File: config.mk
export PLATFORM = sky130hd
export DESIGN_NAME = vic_top
export DESIGN_NICKNAME = d
export VERILOG_FILES = /design/src/rtl/vic_pkg.sv /design/src/rtl/vic_regs.sv /design/src/rtl/vic_arb.sv /design/src/rtl/vic_svc.sv /design/src/rtl/vic_top.sv
export SDC_FILE = /design/constraint.sdc
export NUM_CORES = 1
export LEC_CHECK = 0
export ABC_AREA = 1
export CAP_MARGIN = 20
export CORE_MARGIN = 1.5
export CORE_UTILIZATION = 42
export CTS_CLUSTER_SIZE = 20
export DETAILED_ROUTE_END_ITERATION = 16
export HOLD_SLACK_MARGIN = 0.15
export PLACE_DENSITY = 0.75
export SETUP_SLACK_MARGIN = 0.5
export SYNTH_ARGS = -nofsm -noshare
export SYNTH_HDL_FRONTEND = slang
export SYNTH_HIERARCHICAL = 1
export SYNTH_SLANG_ARGS = --single-unit
export TNS_END_PERCENT = 100
File: constraint.sdc
create_clock -name clk_i -period 1.9 [get_ports clk_i]
set_clock_uncertainty 0.1 [all_clocks]
set_input_delay 0.285 -clock clk_i [delete_from_list [all_inputs] [get_ports clk_i]]
set_output_delay 0.285 -clock clk_i [all_outputs]
set_load 0.01 [all_outputs]
File: src/rtl/vic_pkg.sv
package vic_pkg;
  localparam int NSRC    = 5;
  localparam int FLAG_W  = 6;
  localparam int IDX_W   = $clog2(NSRC);
  localparam int GEN_BIT = 7;
  localparam int SRC_TMR0 = 1;
  localparam int SRC_TMR1 = 3;
  localparam int SRC_SER  = 4;
  localparam int FLG_RX   = 4;
  localparam int FLG_TX   = 5;
  // sources whose flag is cleared when their vector is taken
  localparam logic [NSRC-1:0] CLR_ON_VEC = 5'b01010;

  typedef enum logic [1:0] {
    ADDR_EN   = 2'd0,
    ADDR_PRI  = 2'd1,
    ADDR_FLAG = 2'd2
  } reg_addr_e;
endpackage

File: src/rtl/vic_regs.sv
module vic_regs
  import vic_pkg::*;
(
  input  logic              clk_i,
  input  logic              rst_ni,
  input  logic              we_i,
  input  logic [1:0]        addr_i,
  input  logic [7:0]        wdata_i,
  output logic [7:0]        rdata_o,
  input  logic [FLAG_W-1:0] hw_set_i,
  input  logic [NSRC-1:0]   take_i,
  output logic [NSRC-1:0]   req_o,
  output logic [NSRC-1:0]   pri_o,
  output logic              gen_o
);
  logic              gen_q;
  logic [NSRC-1:0]   en_q, pri_q;
  logic [FLAG_W-1:0] flag_q, flag_d;
  logic              flag_wr;

  assign flag_wr = we_i && (addr_i == ADDR_FLAG);

  always_comb begin
    flag_d = flag_q;
    if (flag_wr) flag_d = wdata_i[FLAG_W-1:0];
    for (int i = 0; i < NSRC; i++)
      if (CLR_ON_VEC[i] && take_i[i]) flag_d[i] = 1'b0;
    flag_d = flag_d | hw_set_i;
  end

  always_ff @(posedge clk_i or negedge rst_ni) begin
    if (!rst_ni) begin
      gen_q  <= 1'b0;
      en_q   <= '0;
      pri_q  <= '0;
      flag_q <= '0;
    end else begin
      if (we_i && addr_i == ADDR_EN) begin
        gen_q <= wdata_i[GEN_BIT];
        en_q  <= wdata_i[NSRC-1:0];
      end
      if (we_i && addr_i == ADDR_PRI) pri_q <= wdata_i[NSRC-1:0];
      flag_q <= flag_d;
    end
  end

  logic [NSRC-1:0] raw;
  generate
    for (genvar g = 0; g < NSRC; g++) begin : g_raw
      if (g == SRC_SER) begin : g_ser
        assign raw[g] = flag_q[FLG_RX] | flag_q[FLG_TX];
      end else begin : g_one
        assign raw[g] = flag_q[g];
      end
    end
  endgenerate

  assign req_o = gen_q ? (raw & en_q) : '0;
  assign pri_o = pri_q;
  assign gen_o = gen_q;

  always_comb begin
    rdata_o = '0;
    unique case (addr_i)
      ADDR_EN:   begin rdata_o[GEN_BIT] = gen_q; rdata_o[NSRC-1:0] = en_q; end
      ADDR_PRI:  rdata_o[NSRC-1:0] = pri_q;
      ADDR_FLAG: rdata_o[FLAG_W-1:0] = flag_q;
      default:   rdata_o = '0;
    endcase
  end

  AST_TMR0_CLR: assert property (@(posedge clk_i) disable iff (!rst_ni)
    take_i[SRC_TMR0] && !hw_set_i[SRC_TMR0] && !flag_wr |=> !flag_q[SRC_TMR0]);
  AST_TMR1_CLR: assert property (@(posedge clk_i) disable iff (!rst_ni)
    take_i[SRC_TMR1] && !hw_set_i[SRC_TMR1] && !flag_wr |=> !flag_q[SRC_TMR1]);
  AST_SER_KEEP: assert property (@(posedge clk_i) disable iff (!rst_ni)
    take_i[SRC_SER] && !flag_wr |=>
      ((flag_q[FLG_TX:FLG_RX] & $past(flag_q[FLG_TX:FLG_RX])) == $past(flag_q[FLG_TX:FLG_RX])));
endmodule

File: src/rtl/vic_arb.sv
module vic_arb
  import vic_pkg::*;
(
  input  logic [NSRC-1:0]  req_i,
  input  logic [NSRC-1:0]  pri_i,
  output logic             win_valid_o,
  output logic             win_hi_o,
  output logic [IDX_W-1:0] win_idx_o
);
  logic [NSRC-1:0]  hi_req, lo_req, sel;
  logic [IDX_W-1:0] idx;

  assign hi_req = req_i & pri_i;
  assign lo_req = req_i & ~pri_i;
  assign sel    = (|hi_req) ? hi_req : lo_req;

  // lowest index wins: scan from the top so earlier sources overwrite
  always_comb begin
    idx = '0;
    for (int i = NSRC - 1; i >= 0; i--)
      if (sel[i]) idx = IDX_W'(i);
  end

  assign win_valid_o = |req_i;
  assign win_hi_o    = |hi_req;
  assign win_idx_o   = idx;
endmodule

File: src/rtl/vic_svc.sv
module vic_svc
  import vic_pkg::*;
#(
  parameter int VEC_W    = 16,
  parameter int VEC_BASE = 3,
  parameter int VEC_STEP = 8
) (
  input  logic             clk_i,
  input  logic             rst_ni,
  input  logic             win_valid_i,
  input  logic             win_hi_i,
  input  logic [IDX_W-1:0] win_idx_i,
  input  logic             reti_i,
  output logic [NSRC-1:0]  take_o,
  output logic             ack_o,
  output logic [VEC_W-1:0] vector_o
);
  logic isr_lo_q, isr_hi_q;
  logic grant;

  assign grant = win_valid_i && !isr_hi_q && (win_hi_i || !isr_lo_q);

  always_comb begin
    take_o = '0;
    if (grant) take_o[win_idx_i] = 1'b1;
  end

  always_ff @(posedge clk_i or negedge rst_ni) begin
    if (!rst_ni) begin
      isr_lo_q <= 1'b0;
      isr_hi_q <= 1'b0;
      ack_o    <= 1'b0;
      vector_o <= '0;
    end else begin
      ack_o <= grant;
      if (grant) vector_o <= VEC_W'(VEC_BASE + VEC_STEP * int'(win_idx_i));
      if (grant && win_hi_i)       isr_hi_q <= 1'b1;
      else if (reti_i && isr_hi_q) isr_hi_q <= 1'b0;
      if (grant && !win_hi_i)                    isr_lo_q <= 1'b1;
      else if (reti_i && !isr_hi_q && isr_lo_q)  isr_lo_q <= 1'b0;
    end
  end

  AST_HI_BLOCKS: assert property (@(posedge clk_i) disable iff (!rst_ni)
    isr_hi_q |=> !ack_o);
  AST_LO_NO_LO: assert property (@(posedge clk_i) disable iff (!rst_ni)
    isr_lo_q && !win_hi_i |=> !ack_o);
  AST_RETI_HI: assert property (@(posedge clk_i) disable iff (!rst_ni)
    reti_i && isr_hi_q |=> !isr_hi_q);
  AST_RETI_KEEP_LO: assert property (@(posedge clk_i) disable iff (!rst_ni)
    reti_i && isr_hi_q && isr_lo_q |=> isr_lo_q);
endmodule

File: src/rtl/vic_top.sv
module vic_top
  import vic_pkg::*;
#(
  parameter int VEC_W    = 16,
  parameter int VEC_BASE = 3,
  parameter int VEC_STEP = 8
) (
  input  logic              clk_i,
  input  logic              rst_ni,
  input  logic              reg_we_i,
  input  logic [1:0]        reg_addr_i,
  input  logic [7:0]        reg_wdata_i,
  output logic [7:0]        reg_rdata_o,
  input  logic [FLAG_W-1:0] evt_set_i,
  input  logic              reti_i,
  output logic              ack_o,
  output logic [VEC_W-1:0]  vector_o
);
  logic [NSRC-1:0]  req, pri, take;
  logic             gen, win_valid, win_hi;
  logic [IDX_W-1:0] win_idx;

  vic_regs u_regs (
    .clk_i, .rst_ni,
    .we_i(reg_we_i), .addr_i(reg_addr_i), .wdata_i(reg_wdata_i), .rdata_o(reg_rdata_o),
    .hw_set_i(evt_set_i), .take_i(take),
    .req_o(req), .pri_o(pri), .gen_o(gen)
  );

  vic_arb u_arb (
    .req_i(req), .pri_i(pri),
    .win_valid_o(win_valid), .win_hi_o(win_hi), .win_idx_o(win_idx)
  );

  vic_svc #(.VEC_W(VEC_W), .VEC_BASE(VEC_BASE), .VEC_STEP(VEC_STEP)) u_svc (
    .clk_i, .rst_ni,
    .win_valid_i(win_valid), .win_hi_i(win_hi), .win_idx_i(win_idx),
    .reti_i, .take_o(take), .ack_o, .vector_o
  );

  AST_GLOBAL_OFF: assert property (@(posedge clk_i) disable iff (!rst_ni)
    !gen |=> !ack_o);
  AST_TAKE_ONEHOT: assert property (@(posedge clk_i) disable iff (!rst_ni)
    $onehot0(take));
endmodule

==> impl_results.md, run 1 <==
- Gr ovfl total: 0
- CTS root buffer: clkbuf_4
- Multi-input gate area: 867.1 um2
- Ys Warns: 6
- Sinks on Clock Net: 24
- Total GRT Usage: 18.63%
- DIE HEIGHT: 62.32 um
- Hold_ws: 0.1945 ns
- Fin area: 2285 um2
- P&R area growth vs syn: 54.61%
- Pre-Repair DR Iteration Count: 4
- Width of the chip: 62.32 um
- Register area: 600.6 um2
- Starting Density: 43.94%
- Sum of negative setup slack: -0.02678 ns
- Non-filler instance count after layout: 312
- H-tree levels: 1
- Worst skew pair latency: 0.33 ns
- Buffers on Ports: 31
- Failing checks: setup timing
- Area of placed instances: 1831 um2
- Leakage Power: 1.152 nW
- First-pass GRT wire length: 5809 um
- Hold buffers post-CTS: 0
- CP required: 2.05 ns
- Critical path endpoint category: register
- Initial antenna violation count: 0
- Final nets: 287
- Status: finished, violations left
- Avg Vias per Cell: 4.734
- Mapped Cells: 198
- I/O pin total: 45
- HPWL after detailed placement: 2196 um
- Largest net degree at the start of global routing: 25
- Max frequency: 519.4 MHz
- Vias in the first global route: 1351
- Layout cells sized above 1: 43.98%
- Cells after DPL: 278
- TritonCTS Buffers: 3
- Crit Path Max Fanout: 5
- RSZ-0062 raised after global routing: yes
- Tmin final: 1.925 ns
- FP Rows: 21
- Die ar.: 3883 um2
- CTS tree: yes
- Tcrit/Tclk final: 101.3%
- 1st-iter DRT viols: 52
- Setup ws final: -0.02526 ns
- Hold crit path type: in -> async
- Clock buffer depth: 2
- Fin. max-slew vios: 0
- Final ANT Viol Nets: 0
- R2R depth: 15
- Clk slew on worst S/H paths: 0.14 ns
- Setup CP Type: reg -> reg
- Crit path DAT: 2.07 ns
- Via count of the routed design: 1477
- # diodes: 0
- Critical Path Source Type: register
- Post-Syn Area per Cell: 7.463 um2
- Fillers: 281
- Power per Cell Area: 895.2 nW/um2
- Worst vdd ir: 387.7 uV
- Routed len/inst: 12.40 um
- Max cap viols: 0
- Setup violators final: 2
- Final Hold Fails: 0
- Gpl congestion: 0.8127
- Routed wire length: 3868 um
- Residual DRC: 0
- Core Area: 3363 um2
- Mapped Area: 1478 um2
## worst paths after layout
| kind | startpoint | to | slack (ns) |
|---|---|---|---|
| max | u_regs/gen_o$_DFFE_PN0P_ | u_regs/flag_q[3]$_DFF_PN0_ | -0.03 |
| min | rst_ni | u_svc/vector_o[4]$_DFFE_PN0P_ | 0.19 |
| max reg2reg | u_regs/gen_o$_DFFE_PN0P_ | u_regs/flag_q[3]$_DFF_PN0_ | -0.03 |
| min reg2reg | u_regs/flag_q[2]$_DFF_PN0_ | u_regs/flag_q[2]$_DFF_PN0_ | 0.39 |
| max in group asynchronous | rst_ni | u_regs/pri_o[2]$_DFFE_PN0P_ | 1.26 |
| min in group clk_i | evt_set_i[1] | u_regs/flag_q[1]$_DFF_PN0_ | 0.36 |
## per-stage QoR
stage | setup WS (ns) | power, mW | utilization, %
CTS | 0.03295 | 1.738 | 60.49
floorplan | 0.2133 | 1.138 | -
global placement | -0.3791 | 1.360 | 54.43
detailed placement | -0.4373 | 1.371 | 54.43
finish | -0.02526 | 2.045 | 67.93
global route | -0.1305 | 2.174 | 67.93
## final cells by class
| class | count | share of cell area [%] |
|---|---|---|
| timing repair buffer | 69 | 26.67 |
| clock buffer | 4 | 1.588 |
| inverter | 29 | 4.984 |
| multi-input combinational | 140 | 37.95 |
| sequential | 24 | 26.29 |
| tap | 46 | 2.519 |
## flip-flops by register name (all words and copies together) (netlist names)
name,flops
u_svc/ack_o,1
u_svc/isr_hi_q,1
u_svc/isr_lo_q,1
u_regs/pri_o,5
u_regs/flag_q,6
u_regs/en_q,5
u_regs/gen_o,1
u_svc/vector_o,4
## critical path: stages (launching register included)
cell	delay [ns]
dfrtp_1	0.43
inv_4	0.14
nor2_4	0.06
nand2_2	0.07
nand2_2	0.07
nor2_4	0.17
nand3_2	0.10
nand2_2	0.12
nor2_4	0.05
buf_6	0.11
nor2_4	0.09
nand2_1	0.06
nor2_1	0.08
inv_1	0.06
nand3_1	0.08
nand2_1	0.05
## cell usage in the layout, fill, tap and decap left out
cell,count
nor2_2,4
inv_2,7
o211ai_1,4
nor2_4,10
nand2_1,47
dfrtp_1,24
conb_1,12
inv_4,2
clkdlybuf4s50_1,16
o21ai_2,6
buf_2,7
nor3_2,1
nor2_1,4
nand3_4,1
buf_6,15
nand3_2,5
o21ai_1,5
nand2_8,1
nand4_1,2
clkbuf_8,1
nand2_4,7
clkbuf_4,3
clkdlybuf4s15_1,5
a21oi_1,4
nor3_4,1
nand2_2,18
a21oi_2,2
inv_1,20
nand3_1,6
buf_4,26
## power by group
group	internal [mW]	switching [mW]	total [mW]
Clock	0.118	0.168	0.285
Sequential	0.615	0.0824	0.697
Combinational	0.504	0.559	1.06
Total	1.24	0.809	2.05
## per-layer routing
layer	global-route usage [%]	share of wire, %	vias up
met3	2.717	5.9	9
met4	7.222	2.5	0
met2	33.29	54	73
met5	0	0	-
met1	22.62	38	669
li1	-	-	726
## repair_timing
item                       4_1_cts  5_1_grt
setup endpoints to repair       22       22
setup buffers                   19       11
resized for setup               66       57
pin swaps                       23       27
Power figures use the tool's default switching activity.
==> run 2: changes to the inputs <==
SKIP_LAST_GASP = 1   (was not set)
==> run 2 against run 1 <==
Compared with the run above:
- the flow still finishes with violations (setup timing)
- global-route usage unchanged
- die area unchanged
- register-to-register slack about the same
- largest cell class unchanged
==> impl_results.md, run 2 (synthesis results as in run 1) <==
- Total GRT Usage: 18.63%
- Pre-Repair DR Iteration Count: 4
- CTS tree: yes
- Multi-input gate area: 855.8 um2
- Sum of negative setup slack: -0.03709 ns
- Area of placed instances: 1831 um2
- Hold crit path type: in -> async
- P&R area growth vs syn: 53.85%
- Max reg flops: 6
- Crit path DAT: 2.08 ns
- Setup ws final: -0.03709 ns
- Hold_ws: 0.1949 ns
- Power per Cell Area: 886.0 nW/um2
- Routed len/inst: 12.37 um
- Critical Path Source Type: register
- Clock buffer depth: 2
- DIE HEIGHT: 62.32 um
- Sinks on Clock Net: 24
- Buffers on Ports: 31
- Tmin final: 1.937 ns
- Routed wire length: 3860 um
- Fillers: 283
- Post-layout util: 67.60%
- Final Hold Fails: 0
- Crit Path Max Fanout: 5
- Worst setup path start: u_regs/gen_o$_DFFE_PN0P_
- Fin. max-slew vios: 0
- H-tree levels: 1
- CP required: 2.05 ns
- Tcrit/Tclk final: 102.0%
- RR Endpoint: u_regs/flag_q[3]$_DFF_PN0_
- Residual DRC: 0
- CTS root buffer: clkbuf_4
- I/O pin total: 45
- Starting Density: 43.94%
- Layout cells sized above 1: 43.23%
- Initial antenna violation count: 0
- Vias in the first global route: 1351
- Die ar.: 3883 um2
- Worst skew pair latency: 0.33 ns
- Max cap viols: 0
- Hold buffers post-CTS: 0
- R2R setup slack: -0.04 ns
- RSZ-0062 raised after global routing: yes
- Top reg by flops: u_regs/flag_q
- Via count of the routed design: 1481
- # diodes: 0
- Setup CP Type: reg -> reg
- Commonest non-fill, non-tap cell in the layout: nand2_1
- Gr ovfl total: 0
- Width of the chip: 62.32 um
- Avg Vias per Cell: 4.747
- Max frequency: 516.2 MHz
- Critical path endpoint category: register
- Final ANT Viol Nets: 0
- First-pass GRT wire length: 5809 um
- Largest net degree at the start of global routing: 25
- Clk slew on worst S/H paths: 0.14 ns
- FP Rows: 21
- HPWL after detailed placement: 2196 um
- Setup violators final: 1
- Worst r2r src: u_regs/gen_o$_DFFE_PN0P_
- Worst vdd ir: 387.1 uV
- Total power: 2.014 mW
- Register area: 600.6 um2
- Status: finished, violations left
- Core Area: 3363 um2
- Fin area: 2273 um2
- Most frequent cells in the layout: nand2_1, buf_4, dfrtp_1
- Leakage Power: 1.155 nW
- 1st-iter DRT viols: 85
- R2R depth: 15
- Failing checks: setup timing
- TritonCTS Buffers: 3
- Final nets: 287
- Gpl congestion: 0.8127
==> run 2: cell counts in the layout (fill, tap and decap cells not counted) <==
No cell type changed its count.
==> run 2: timing repair <==
action / in CTS / in global routing
setup buffers: 19 / 11
setup endpoints to repair: 22 / 22
gates resized for setup: 66 / 54
pin swaps: 23 / 26
hold endpoints to repair: 0 / 0
cloned: 0 / 0
==> run 2: power by group <==
group	total, mW	leakage [nW]	internal (mW)	switching (mW)
Sequential	0.694	0.277	0.615	0.0794
Combinational	1.03	0.857	0.492	0.540
Clock	0.288	0.0210	0.118	0.170
==> run 2: critical path: stages (launching register included) <==
cell     delay, ns
dfrtp_1       0.43
inv_4         0.14
nor2_4        0.07
nand2_2       0.07
nand2_2       0.06
nor2_4        0.18
nand3_2       0.10
nand2_2       0.12
nor2_4        0.05
buf_6         0.11
nor2_4        0.09
nand2_1       0.06
nor2_1        0.09
inv_1         0.07
nand3_1       0.08
nand2_1       0.05
==> run 2: how the worst max path moves through the flow <==
stage / cells past startpoint / slack (ns) / to
after floorplan: 14 / 0.21 / u_regs/flag_q[1]$_DFF_PN0_
after global placement: 4 / -0.38 / reg_rdata_o[2]
after detailed placement: 5 / -0.44 / reg_rdata_o[4]
after CTS: 14 / 0.03 / u_regs/flag_q[3]$_DFF_PN0_
after global routing: 15 / -0.13 / u_regs/flag_q[3]$_DFF_PN0_
final: 15 / -0.04 / u_regs/flag_q[3]$_DFF_PN0_
==> run 2: per-stage QoR <==
step                      instances  worst slack [ns]
after floorplan                 208            0.2133
after global placement          278           -0.3791
after detailed placement        278           -0.4373
after CTS                       301           0.03295
after global routing            312           -0.1336
final                           312          -0.03709
==> run 2: layout make-up <==
type | count | area share [%]
Clock buffer | 4 | 1.596
Inverter | 29 | 5.008
Multi-Input combinational cell | 140 | 37.64
Sequential cell | 24 | 26.42
Tap cell | 46 | 2.532
Timing Repair Buffer | 69 | 26.80
==> run 2: per-layer routing <==
metal / up-vias / GRT usage [%] / part of all wire, % / wire (um)
met5: - / 0 / 0 / 0
met4: 0 / 7.222 / 2.6 / 99
met3: 9 / 2.717 / 4.8 / 187
met2: 63 / 33.29 / 54 / 2070
met1: 683 / 22.62 / 39 / 1503
li1: 726 / - / - / -
==> run 3: changes to the inputs <==
GPL_TIMING_DRIVEN = 0   (was not set)
==> run 3 against run 2 <==
Compared with the run above:
- the run still ends with setup timing left
- core utilization rose by 0.33 points
- sequential share of layout area fell by 0.13 points
- critical path type unchanged
- clock power barely moved
==> impl_results.md, run 3 (synthesis results as in run 1) <==
- Setup violators final: 2
- Fillers: 291
- FP Rows: 21
- Starting Density: 43.94%
- Setup CP Type: reg -> reg
- Non-filler instance count after layout: 317
- GRT Max-Usage Layer: met2
- P&R area growth vs syn: 54.61%
- Cells after DPL: 284
- Clock buffer depth: 2
- DIE HEIGHT: 62.32 um
- R2R setup slack: -0.06 ns
- Register area: 600.6 um2
- 1st-iter DRT viols: 56
- Worst skew pair latency: 0.33 ns
- Routed wire length: 3720 um
- Residual DRC: 0
- Crit Path Max Fanout: 6
- Initial antenna violation count: 0
- TritonCTS Buffers: 3
- Met1 Use GR: 21.76%
- Tcrit/Tclk final: 103.2%
- I/O pin total: 45
- Clk slew on worst S/H paths: 0.14 ns
- Buffers on Ports: 30
- Core Area: 3363 um2
- Pre-Repair DR Iteration Count: 4
- Worst r2r src: u_regs/gen_o$_DFFE_PN0P_
- Max frequency: 509.9 MHz
- Hold buffers post-CTS: 0
- Status: finished, violations left
- Critical Path Source Type: register
- Worst vdd ir: 335.1 uV
- Die ar.: 3883 um2
- Sinks on Clock Net: 24
- Final Hold Fails: 0
- CTS tree: yes
- CP required: 2.08 ns
- RSZ-0062 raised after global routing: yes
- Hold_ws: 0.1603 ns
- H-tree levels: 1
- Largest net degree at the start of global routing: 25
- Failing checks: setup timing
- Gr ovfl total: 0
- Total GRT Usage: 18.00%
- Final ANT Viol Nets: 0
- Power per Cell Area: 849.4 nW/um2
- HPWL after detailed placement: 2253 um
- Vias in the first global route: 1306
- Width of the chip: 62.32 um
- Hold crit path type: in -> async
- GR Util met3: 2.899%
- Final nets: 292
- First-pass GRT wire length: 5616 um
- Setup ws final: -0.06128 ns
- R2R depth: 16
- Layout cells sized above 1: 45.02%
- # diodes: 0
- Avg Vias per Cell: 4.584
- Max cap viols: 0
- M2 GR Usage: 31.39%
- Critical path endpoint category: register
- Fin. max-slew vios: 0
- Commonest non-fill, non-tap cell in the layout: nand2_1
- RR Endpoint: u_regs/flag_q[3]$_DFF_PN0_
- Leakage Power: 1.172 nW
- Crit path DAT: 2.14 ns
- Via count of the routed design: 1453
- Multi-input gate area: 827.0 um2
- Routed len/inst: 11.74 um
- Tmin final: 1.961 ns
- CTS root buffer: clkbuf_4
- Gpl congestion: 0.8312
- Max reg flops: 6
- Top reg by flops: u_regs/flag_q
- Most frequent cells in the layout: nand2_1, buf_4, dfrtp_1
-- run 3: cell count changes in the layout (fill, tap and decap cells not counted), sizes merged --
cell / change
clkdlybuf4s15: -1
inv: -1
clkinv: +1
buf: +5
clkbuf: +1
-- run 3: worst max-delay path by stage --
stage | from | end | cells after the start
6_report | u_regs/gen_o$_DFFE_PN0P_ | u_regs/flag_q[3]$_DFF_PN0_ | 16
5_1_grt | u_regs/gen_o$_DFFE_PN0P_ | u_regs/flag_q[3]$_DFF_PN0_ | 16
4_1_cts | u_regs/gen_o$_DFFE_PN0P_ | u_regs/flag_q[3]$_DFF_PN0_ | 15
3_5_place_dp | reg_addr_i[0] | reg_rdata_o[2] | 5
3_3_place_gp | reg_addr_i[0] | reg_rdata_o[2] | 5
2_1_floorplan | u_regs/gen_o$_DFFE_PN0P_ | u_regs/flag_q[1]$_DFF_PN0_ | 14
-- run 3: final cells by class --
cell class	instances	share of cell area (%)
plain buffers	15	5.422
clock buffers	4	1.588
inverters	29	5.093
multi-input cells	140	36.20
flip-flops and latches	24	26.29
well taps	46	2.519
repair buffers	59	22.89
-- run 3: critical path, cell delays in order (launching register included) --
cell	delay [ns]
dfrtp_1	0.42
clkinv_4	0.12
nor2_4	0.16
nand2_2	0.08
nand2_2	0.09
nor2_4	0.06
nand3_2	0.06
nand2_2	0.08
nor2_4	0.14
nand2_1	0.08
nor2_2	0.16
inv_2	0.06
nand2_2	0.06
nor2_2	0.04
inv_1	0.07
nand3_1	0.08
nand2_1	0.06
-- run 3: per-stage QoR --
stage	area, um2	total power [mW]	util (%)	setup WS (ns)	setup TNS [ns]
final	2285	1.941	67.93	-0.06128	-0.09057
after floorplan	1523	1.138	-	0.2133	0
after CTS	2085	1.738	61.98	0.04382	0
after global placement	1881	1.352	55.92	-0.3825	-2.223
after detailed placement	1881	1.368	55.92	-0.3913	-2.217
after global routing	2285	2.064	67.93	-0.1924	-0.4385
-- run 3: what timing repair did --
action,CTS,global route
setup buffers,17,11
gates resized for setup,66,42
pin swaps,21,29
endpoints found under the setup margin,21,20
hold endpoints to repair,0,0
-- run 3: per-layer routing --
layer | routed length [um] | vias to the layer above
li1 | - | 731
met1 | 1529 | 663
met2 | 1923 | 50
met3 | 183 | 9
met4 | 83 | 0
met5 | 0 | -
-- run 3: report_power, final --
group	total, mW	switching [mW]	leakage (nW)	internal [mW]
clock network	0.285	0.167	0.0210	0.118
registers	0.699	0.0841	0.277	0.615
logic	0.957	0.502	0.874	0.455
total	1.94	0.754	1.17	1.19
